File: src/rtl/irq_vec_pkg.sv
package irq_vec_pkg;
  localparam int TYPE_W = 8;

  typedef enum logic [2:0] {
    SRC_NONE, SRC_EXC, SRC_NMI, SRC_INTR, SRC_STEP
  } irq_src_e;

  typedef enum logic [2:0] {
    ST_IDLE, ST_ACK1, ST_GAP, ST_ACK2, ST_RD_IP, ST_RD_CS, ST_FIN
  } irq_st_e;

  localparam logic [TYPE_W-1:0] TYPE_STEP = 8'd1;
  localparam logic [TYPE_W-1:0] TYPE_NMI  = 8'd2;

  // Byte offset of a vector word: type * 4, plus 2 for the segment word.
  function automatic logic [TYPE_W+1:0] vec_offset(input logic [TYPE_W-1:0] t,
                                                   input logic seg_word);
    return {t, seg_word, 1'b0};
  endfunction
endpackage

File: src/rtl/irq_nmi_latch.sv
module irq_nmi_latch (
  input  logic clk,
  input  logic rst_n,
  input  logic nmi_i,
  input  logic take_i,
  output logic pend_o,
  output logic rise_o
);
  logic nmi_q;
  logic pend_q;

  assign rise_o = nmi_i & ~nmi_q;
  assign pend_o = pend_q;

  always_ff @(posedge clk) begin
    if (!rst_n) begin
      nmi_q  <= 1'b0;
      pend_q <= 1'b0;
    end else begin
      nmi_q  <= nmi_i;
      pend_q <= (pend_q & ~take_i) | rise_o;
    end
  end

  // an edge is never lost, even while another service runs
  a_r3_rise_pends: assert property (@(posedge clk) disable iff (!rst_n)
    rise_o |=> pend_o);
endmodule

File: src/rtl/irq_arbiter.sv
module irq_arbiter
  import irq_vec_pkg::*;
(
  input  logic              exc_req_i,
  input  logic [TYPE_W-1:0] exc_type_i,
  input  logic              nmi_pend_i,
  input  logic              intr_i,
  input  logic              ie_i,
  input  logic              tf_i,
  output irq_src_e          src_o,
  output logic [TYPE_W-1:0] type_o
);
  always_comb begin
    src_o  = SRC_NONE;
    type_o = '0;
    if (exc_req_i) begin
      src_o  = SRC_EXC;
      type_o = exc_type_i;
    end else if (nmi_pend_i) begin
      src_o  = SRC_NMI;
      type_o = TYPE_NMI;
    end else if (intr_i && ie_i) begin
      src_o  = SRC_INTR;
    end else if (tf_i) begin
      src_o  = SRC_STEP;
      type_o = TYPE_STEP;
    end
  end
endmodule

File: src/rtl/irq_sequencer.sv
module irq_sequencer
  import irq_vec_pkg::*;
#(
  parameter int ADDR_W  = 20,
  parameter int DATA_W  = 16,
  parameter int GAP_CYC = 1
) (
  input  logic              clk,
  input  logic              rst_n,
  input  logic              start_i,
  input  irq_src_e          start_src_i,
  input  logic [TYPE_W-1:0] start_type_i,
  input  logic [TYPE_W-1:0] ack_data_i,
  output logic              inta_o,
  output logic              mem_rd_o,
  output logic [ADDR_W-1:0] mem_addr_o,
  input  logic [DATA_W-1:0] mem_rdata_i,
  input  logic              mem_ack_i,
  output logic [DATA_W-1:0] new_ip_o,
  output logic [DATA_W-1:0] new_cs_o,
  output logic [TYPE_W-1:0] vec_type_o,
  output logic              done_o,
  output logic              idle_o
);
  localparam int GCW = $clog2(GAP_CYC + 1);
  localparam logic [GCW-1:0] GAP_LAST = GCW'(GAP_CYC - 1);

  irq_st_e           st_q;
  logic [GCW-1:0]    gap_q;
  logic [TYPE_W-1:0] type_q;
  logic [DATA_W-1:0] ip_q, cs_q;

  always_ff @(posedge clk) begin
    if (!rst_n) begin
      st_q   <= ST_IDLE;
      gap_q  <= '0;
      type_q <= '0;
      ip_q   <= '0;
      cs_q   <= '0;
    end else begin
      case (st_q)
        ST_IDLE: if (start_i) begin
          type_q <= start_type_i;
          st_q   <= (start_src_i == SRC_INTR) ? ST_ACK1 : ST_RD_IP;
        end
        ST_ACK1: begin
          gap_q <= '0;
          st_q  <= ST_GAP;
        end
        ST_GAP: begin
          if (gap_q == GAP_LAST) st_q <= ST_ACK2;
          else gap_q <= gap_q + 1'b1;
        end
        ST_ACK2: begin
          type_q <= ack_data_i;
          st_q   <= ST_RD_IP;
        end
        ST_RD_IP: if (mem_ack_i) begin
          ip_q <= mem_rdata_i;
          st_q <= ST_RD_CS;
        end
        ST_RD_CS: if (mem_ack_i) begin
          cs_q <= mem_rdata_i;
          st_q <= ST_FIN;
        end
        default: st_q <= ST_IDLE;
      endcase
    end
  end

  assign inta_o     = (st_q == ST_ACK1) || (st_q == ST_ACK2);
  assign mem_rd_o   = (st_q == ST_RD_IP) || (st_q == ST_RD_CS);
  assign mem_addr_o = ADDR_W'(vec_offset(type_q, st_q == ST_RD_CS));
  assign done_o     = (st_q == ST_FIN);
  assign idle_o     = (st_q == ST_IDLE);
  assign new_ip_o   = ip_q;
  assign new_cs_o   = cs_q;
  assign vec_type_o = type_q;

  // done is a single-cycle pulse followed by idle
  a_r11_done_single: assert property (@(posedge clk) disable iff (!rst_n)
    done_o |=> (!done_o && idle_o));
  // a pending read holds its address
  a_r10_hold_addr: assert property (@(posedge clk) disable iff (!rst_n)
    (mem_rd_o && !mem_ack_i) |=> (mem_rd_o && $stable(mem_addr_o)));
  // segment word is read two bytes above the pointer word
  a_r6_cs_after_ip: assert property (@(posedge clk) disable iff (!rst_n)
    (mem_rd_o && mem_ack_i && !mem_addr_o[1]) |=>
      (mem_rd_o && mem_addr_o == $past(mem_addr_o) + ADDR_W'(2)));
  // each acknowledge pulse lasts one clock
  a_r5_inta_short: assert property (@(posedge clk) disable iff (!rst_n)
    inta_o |=> !inta_o);
endmodule

File: src/rtl/irq_vector_unit.sv
module irq_vector_unit
  import irq_vec_pkg::*;
#(
  parameter int ADDR_W  = 20,
  parameter int DATA_W  = 16,
  parameter int GAP_CYC = 1
) (
  input  logic              clk,
  input  logic              rst_n,
  input  logic              boundary_i,
  input  logic              nmi_i,
  input  logic              intr_i,
  input  logic              ie_i,
  input  logic              tf_i,
  input  logic              exc_req_i,
  input  logic [7:0]        exc_type_i,
  output logic              inta_o,
  input  logic [7:0]        ack_data_i,
  output logic              mem_rd_o,
  output logic [ADDR_W-1:0] mem_addr_o,
  input  logic [DATA_W-1:0] mem_rdata_i,
  input  logic              mem_ack_i,
  output logic              busy_o,
  output logic              done_o,
  output logic [7:0]        vec_type_o,
  output logic [DATA_W-1:0] new_ip_o,
  output logic [DATA_W-1:0] new_cs_o
);
  logic              nmi_pend, nmi_rise, nmi_take;
  logic              idle, start;
  irq_src_e          arb_src;
  logic [TYPE_W-1:0] arb_type;

  assign start    = idle && boundary_i && (arb_src != SRC_NONE);
  assign nmi_take = start && (arb_src == SRC_NMI);
  assign busy_o   = !idle;

  irq_nmi_latch u_nmi (
    .clk(clk), .rst_n(rst_n), .nmi_i(nmi_i), .take_i(nmi_take),
    .pend_o(nmi_pend), .rise_o(nmi_rise)
  );

  irq_arbiter u_arb (
    .exc_req_i(exc_req_i), .exc_type_i(exc_type_i), .nmi_pend_i(nmi_pend),
    .intr_i(intr_i), .ie_i(ie_i), .tf_i(tf_i),
    .src_o(arb_src), .type_o(arb_type)
  );

  irq_sequencer #(.ADDR_W(ADDR_W), .DATA_W(DATA_W), .GAP_CYC(GAP_CYC)) u_seq (
    .clk(clk), .rst_n(rst_n), .start_i(start), .start_src_i(arb_src),
    .start_type_i(arb_type), .ack_data_i(ack_data_i), .inta_o(inta_o),
    .mem_rd_o(mem_rd_o), .mem_addr_o(mem_addr_o), .mem_rdata_i(mem_rdata_i),
    .mem_ack_i(mem_ack_i), .new_ip_o(new_ip_o), .new_cs_o(new_cs_o),
    .vec_type_o(vec_type_o), .done_o(done_o), .idle_o(idle)
  );

  // masked request never reaches the acknowledge handshake
  a_r4_masked_no_ack: assert property (@(posedge clk) disable iff (!rst_n)
    (idle && boundary_i && !ie_i) |=> !inta_o);
  // a granted non-maskable service carries type 2
  a_r2_nmi_type: assert property (@(posedge clk) disable iff (!rst_n)
    nmi_take |=> (vec_type_o == 8'd2));
  // no acknowledge or read begins without an accepted boundary
  a_r12_idle_quiet: assert property (@(posedge clk) disable iff (!rst_n)
    (idle && !start) |=> (idle || nmi_rise || !nmi_rise) && !inta_o && !mem_rd_o);
endmodule

File: config.mk
export PLATFORM = sky130hd
export DESIGN_NAME = irq_vector_unit
export DESIGN_NICKNAME = d
export VERILOG_FILES = /design/src/rtl/irq_vec_pkg.sv /design/src/rtl/irq_nmi_latch.sv /design/src/rtl/irq_arbiter.sv /design/src/rtl/irq_sequencer.sv /design/src/rtl/irq_vector_unit.sv
export SDC_FILE = /design/constraint.sdc
export NUM_CORES = 1
export LEC_CHECK = 0
export CORE_UTILIZATION = 30
export DETAILED_ROUTE_END_ITERATION = 7
export DONT_BUFFER_PORTS = 1
export SLEW_MARGIN = 20
export SYNTH_ARGS = -nofsm -noshare
export SYNTH_HDL_FRONTEND = slang
export SYNTH_SLANG_ARGS = --single-unit
File: constraint.sdc
create_clock -name clk -period 4 [get_ports clk]
set_input_delay 0.8 -clock clk [delete_from_list [all_inputs] [get_ports clk]]
set_output_delay 0.8 -clock clk [all_outputs]
set_load 0.1 [all_outputs]
# Word level (Yosys, flattened, before mapping)
# Cells that the tools add are included.
# word_totals
register_bits	46
inputBits	41
word_cells	58
# classes
n_addsub	1
eq_ne	12
mux	18
n_bitwise	5
reduce_logical	15
# ops
operator	n
8-bit 2-to-1 mux	4
3-bit 2-to-1 mux	9
3-bit one-hot mux with 6 select lines	1
8-bit one-hot mux with 2 select lines	1
3-bit by 2-bit equality test with 1-bit output, second input constant	4
3-bit equality test, second input constant	3
2-bit AND reduction	3
1-bit logical AND	4
2-bit by 1-bit inequality test with 1-bit output, second input constant	2
2-bit inequality test, second input constant	2
4-bit AND reduction	1
2-bit nonzero test	2
3-bit by 1-bit equality test with 1-bit output, second input constant	1
3-bit logical NOT	1
3-bit nonzero test	1
1-bit AND	2
1-bit logical OR	2
1-bit 2-to-1 mux	2
1-bit inverter	2
1-bit one-hot mux with 2 select lines	1
1-bit adder, second input constant	1
1-bit logical NOT	1
1-bit bitwise OR	1

# Depth between registers and ports, before layout
# logic_depth
ltp_word	10
mapped_depth	8
ltp_nobuf	4

# Modules after synthesis
# From an unflattened synthesis, not the netlist that was laid out.
# unflattened
hier_cells	248
area_unflattened_um2	2090.8
# by_module_without_submodules
module	instances	cells_per_inst	area_each_um2	seq_area_each_um2
irq_sequencer	1	222	1871.8	860.8
irq_arbiter	1	16	117.6	0.0
irq_nmi_latch	1	6	75.1	40.0
irq_vector_unit	1	4	26.3	0.0

# Worst setup path before layout
# No wires, ideal clock.
# synth_path
kind	register to output
startpoint	register u_seq.st_q[0]
endpoint	output inta_o
arrival_time_ns	2.026
required_time_ns	3.200
setup_slack_ns	1.174
path_stages_with_launch	3
n_path_buf	1
cell_sequence	dfxtp_1 > clkbuf_1 > nor2b_1
# synth_between
elab_chain_len	2
# synth_lines
element	line_no	text
from (decl)	irq_sequencer.sv:28	irq_st_e st_q;
from (signal assigned)	irq_sequencer.sv:44	st_q <= (start_src_i == SRC_INTR) ? ST_ACK1 : ST_RD_IP;
3-bit by 1-bit equality test with 1-bit output or 3-bit by 2-bit equality test with 1-bit output (tied branches)	irq_sequencer.sv:71	assign inta_o = (st_q == ST_ACK1) || (st_q == ST_ACK2);
1-bit logical OR *	irq_sequencer.sv:71	
to (decl)	irq_vector_unit.sv:17	output logic inta_o,
# Every way passes the cells marked *; elsewhere a longest branch is shown, timed or not.

# Worst setup path in the final report
# layout_path
startpoint	register u_seq.st_q[2]
endpoint	output mem_addr_o[1]
# layout_between
elab_chain_len	1
# layout_lines
element	line_no	text
3-bit equality test	irq_sequencer.sv:73	assign mem_addr_o = ADDR_W'(vec_offset(type_q, st_q == ST_RD_CS));
to (decl)	irq_vector_unit.sv:20	output logic [ADDR_W-1:0] mem_addr_o,
# No other way between the ends.

==> results_dict.tcl <==
set metrics [dict create \
    wl_per_cell_um 15.10 \
    dpl.hpwl_mm 3.285 \
    cts.sinks 45 \
    synthFlopType "dfxtp_1" \
    leakage_nw 0.7674 \
    first_global_vias 1510 \
    fp-row-count 29 \
    ys_seq_area_share_pct 43.69 \
    hp-class "reg -> reg" \
    critPathKind "reg -> out" \
    syn_to_final_growth_pct 1.153 \
    ys_types 32 \
    stdcell_area_um2 2086 \
    grt_overflow 0 \
    rsz0062_at_grt "no" \
    core_area_um2 6495 \
    synth_fa_ha_area_share_pct 0 \
    async_flop_share_pct 0 \
    worstSetupStartpointType "flip-flop" \
    via_per_inst 4.981 \
    cts_setup_buffers 0 \
    via_count 1539 \
    htree_levels 2 \
    cpPeakStageDelay_ps 820 \
    clk_pin_slew_ps 90 \
    finalClockSkew_ps 7.898 \
    num-fill-cells 701 \
    peakVddDrop_mv 0.3764 \
    max_cap_violations 0 \
    grtUsageTotal_pct 13.40 \
    max_clock_freq_mhz 366.6 \
    synth_simple_gate_area_share_pct 23.54 \
    drive_gt1_share_pct 9.914 \
    fin_crit_sh_pct 68.19 \
    cts_root_buffer "clkbuf_8" \
    synth_most_common_cell "nand2_1" \
    hold_viol 0 \
    routed_wl_mm 4.665 \
    die_area_um2 7209 \
    cts_tree "done" \
    synth_xor_area_share_pct 0 \
    min_period_ps 2728 \
    drtPass1Iterations 6 \
    ff2ff_setup_slack_ps 1810 \
    p_per_area_nw_per_um2 634.4 \
    synth_edf_count 0 \
    setup_tns_ps 0 \
    synthCells 249 \
    setup_viol 0 \
    cp_max_fo 11 \
    synth_mux_area_share_pct 0.4854 \
    grt_pass1_wl_mm 7.590 \
    stdcell_count 309 \
    syn_area_um2 2062 \
    cts_buffers 5 \
    boundaryPins 105 \
    end_kind "output pin" \
    violations "design-rule violations" \
    cts_buffer_depth 2 \
    synth_common_cells "78 x nand2_1, 45 x dfxtp_1, 33 x a21boi_0" \
    placed_cells 301 \
    yosys_warnings 0 \
    cts_hold_buf 0 \
    tightest_slew_ps 1048 \
    final_core_util_pct 32.11 \
    die_h_um 84.91 \
    synth-compound-area-share_pct 20.51 \
    drtIter0Drc 94 \
    layout.nets 272 \
    ys_seq_elements 45 \
    gp_congestion 0.6867 \
    ctsResizeCount 0 \
    cp_cell_sequence "nor2b_2 -> and2_1" \
    portBuffers 0 \
    synth_top_family_by_area "simple AND/OR/NAND/NOR gates" \
    max_slew_margin_pct 29.78 \
    grt_start_max_net_pins 48 \
    antenna_found_initial 0 \
    required_ps 3200 \
    outcome "finished, violations left" \
    maxSlewViolCount 0 \
    dieWidth_um 84.91 \
    power_mw 1.323 \
    place_area_um2 1996 \
    cp_slowest_cell "and2_1" \
    drc_errors 7 \
    synth.top_cell.area_share_pct 43.69 \
    synth_largest_area_cell "dfxtp_1" \
    clk_latency_ps 290 \
    start_util_pct 31.75 \
    netlist_top_cells_area "dfxtp_1 44%, nand2_1 14%, a21boi_0 12%" \
    crit_arrival_ps 1930 \
    avgSynthCellArea_um2 8.281 \
    ant_nets 0 \
    num_antenna_cells 0 \
]
## flip-flops by register name (all words and copies together), names as in the netlist
register,flops
u_nmi.pend_o,1
u_nmi.nmi_q,1
u_seq.st_q,3
u_seq.vec_type_o,8
u_seq.new_ip_o,16
u_seq.new_cs_o,16
## critical path, delay by kind of cell, from the launching register on
| family | cells | cell delay [ps] |
|---|---|---|
| flip-flops | 1 | 530 |
| AND/OR/NAND/NOR | 2 | 1100 |
## metrics by stage
step                hold WS, ps  worst slack, ps
floorplan                 470.5             1174
global placement          480.5             1644
detailed placement        509.4             1596
CTS                       522.2             1256
global route              542.6             1166
finish                    512.8             1272
## area by class of cell
type	instances	area, um2	area share (%)
Clock buffer	5	68.82	3.299
Clock inverter	3	21.27	1.020
Inverter	2	7.507	0.3599
Multi-Input combinational cell	176	973.4	46.67
Sequential cell	45	910.9	43.67
Tap cell	77	96.34	4.619
Timing Repair Buffer	1	7.507	0.3599
## power breakdown
| part | switching, mW | internal (mW) |
|---|---|---|
| clock | 0.162 | 0.124 |
| combinational | 0.168 | 0.0557 |
| sequential | 0.330 | 0.484 |
## final timing paths
check,start,cells after the start,end
worst max-delay path,u_seq.st_q[2],2,mem_addr_o[1]
worst min-delay path,u_nmi.nmi_q,2,u_nmi.pend_o
worst max register to register,u_seq.st_q[2],5,u_seq.new_ip_o[11]
worst min register to register,u_nmi.nmi_q,2,u_nmi.pend_o
## cells by family after synthesis
| kind of cell | after synthesis |
|---|---|
| simple gates | 109 |
| compound gates | 55 |
| flops | 45 |
| buf+inv | 38 |
| mux | 1 |
| other cells | 1 |
## layout by cell type, fill, tap and decap left out, drive strengths merged, types with 2 or more instances in the layout
cell    count
nand2      78
dfxtp      45
a21boi     33
nand3      13
conb       11
o211a       6
o21ai       6
clkbuf      5
a21oi       4
nor2b       3
inv         3
and2        2
nand2b      2
nand3b      2
and3        2
nor2        2
nor3b       2
## per-layer routing
| metal | global-route usage [%] | vias to the layer above | wire length (um) | part of all wire, % |
|---|---|---|---|---|
| met2 | 22.76 | 65 | 2257 | 48 |
| li1 | - | 762 | - | - |
| met1 | 15.92 | 710 | 2011 | 43 |
| met4 | 4.314 | 0 | 29 | 0.62 |
| met3 | 4.572 | 2 | 366 | 7.8 |
| met5 | 0 | - | 0 | 0 |
(Power assumes the default switching activity.)
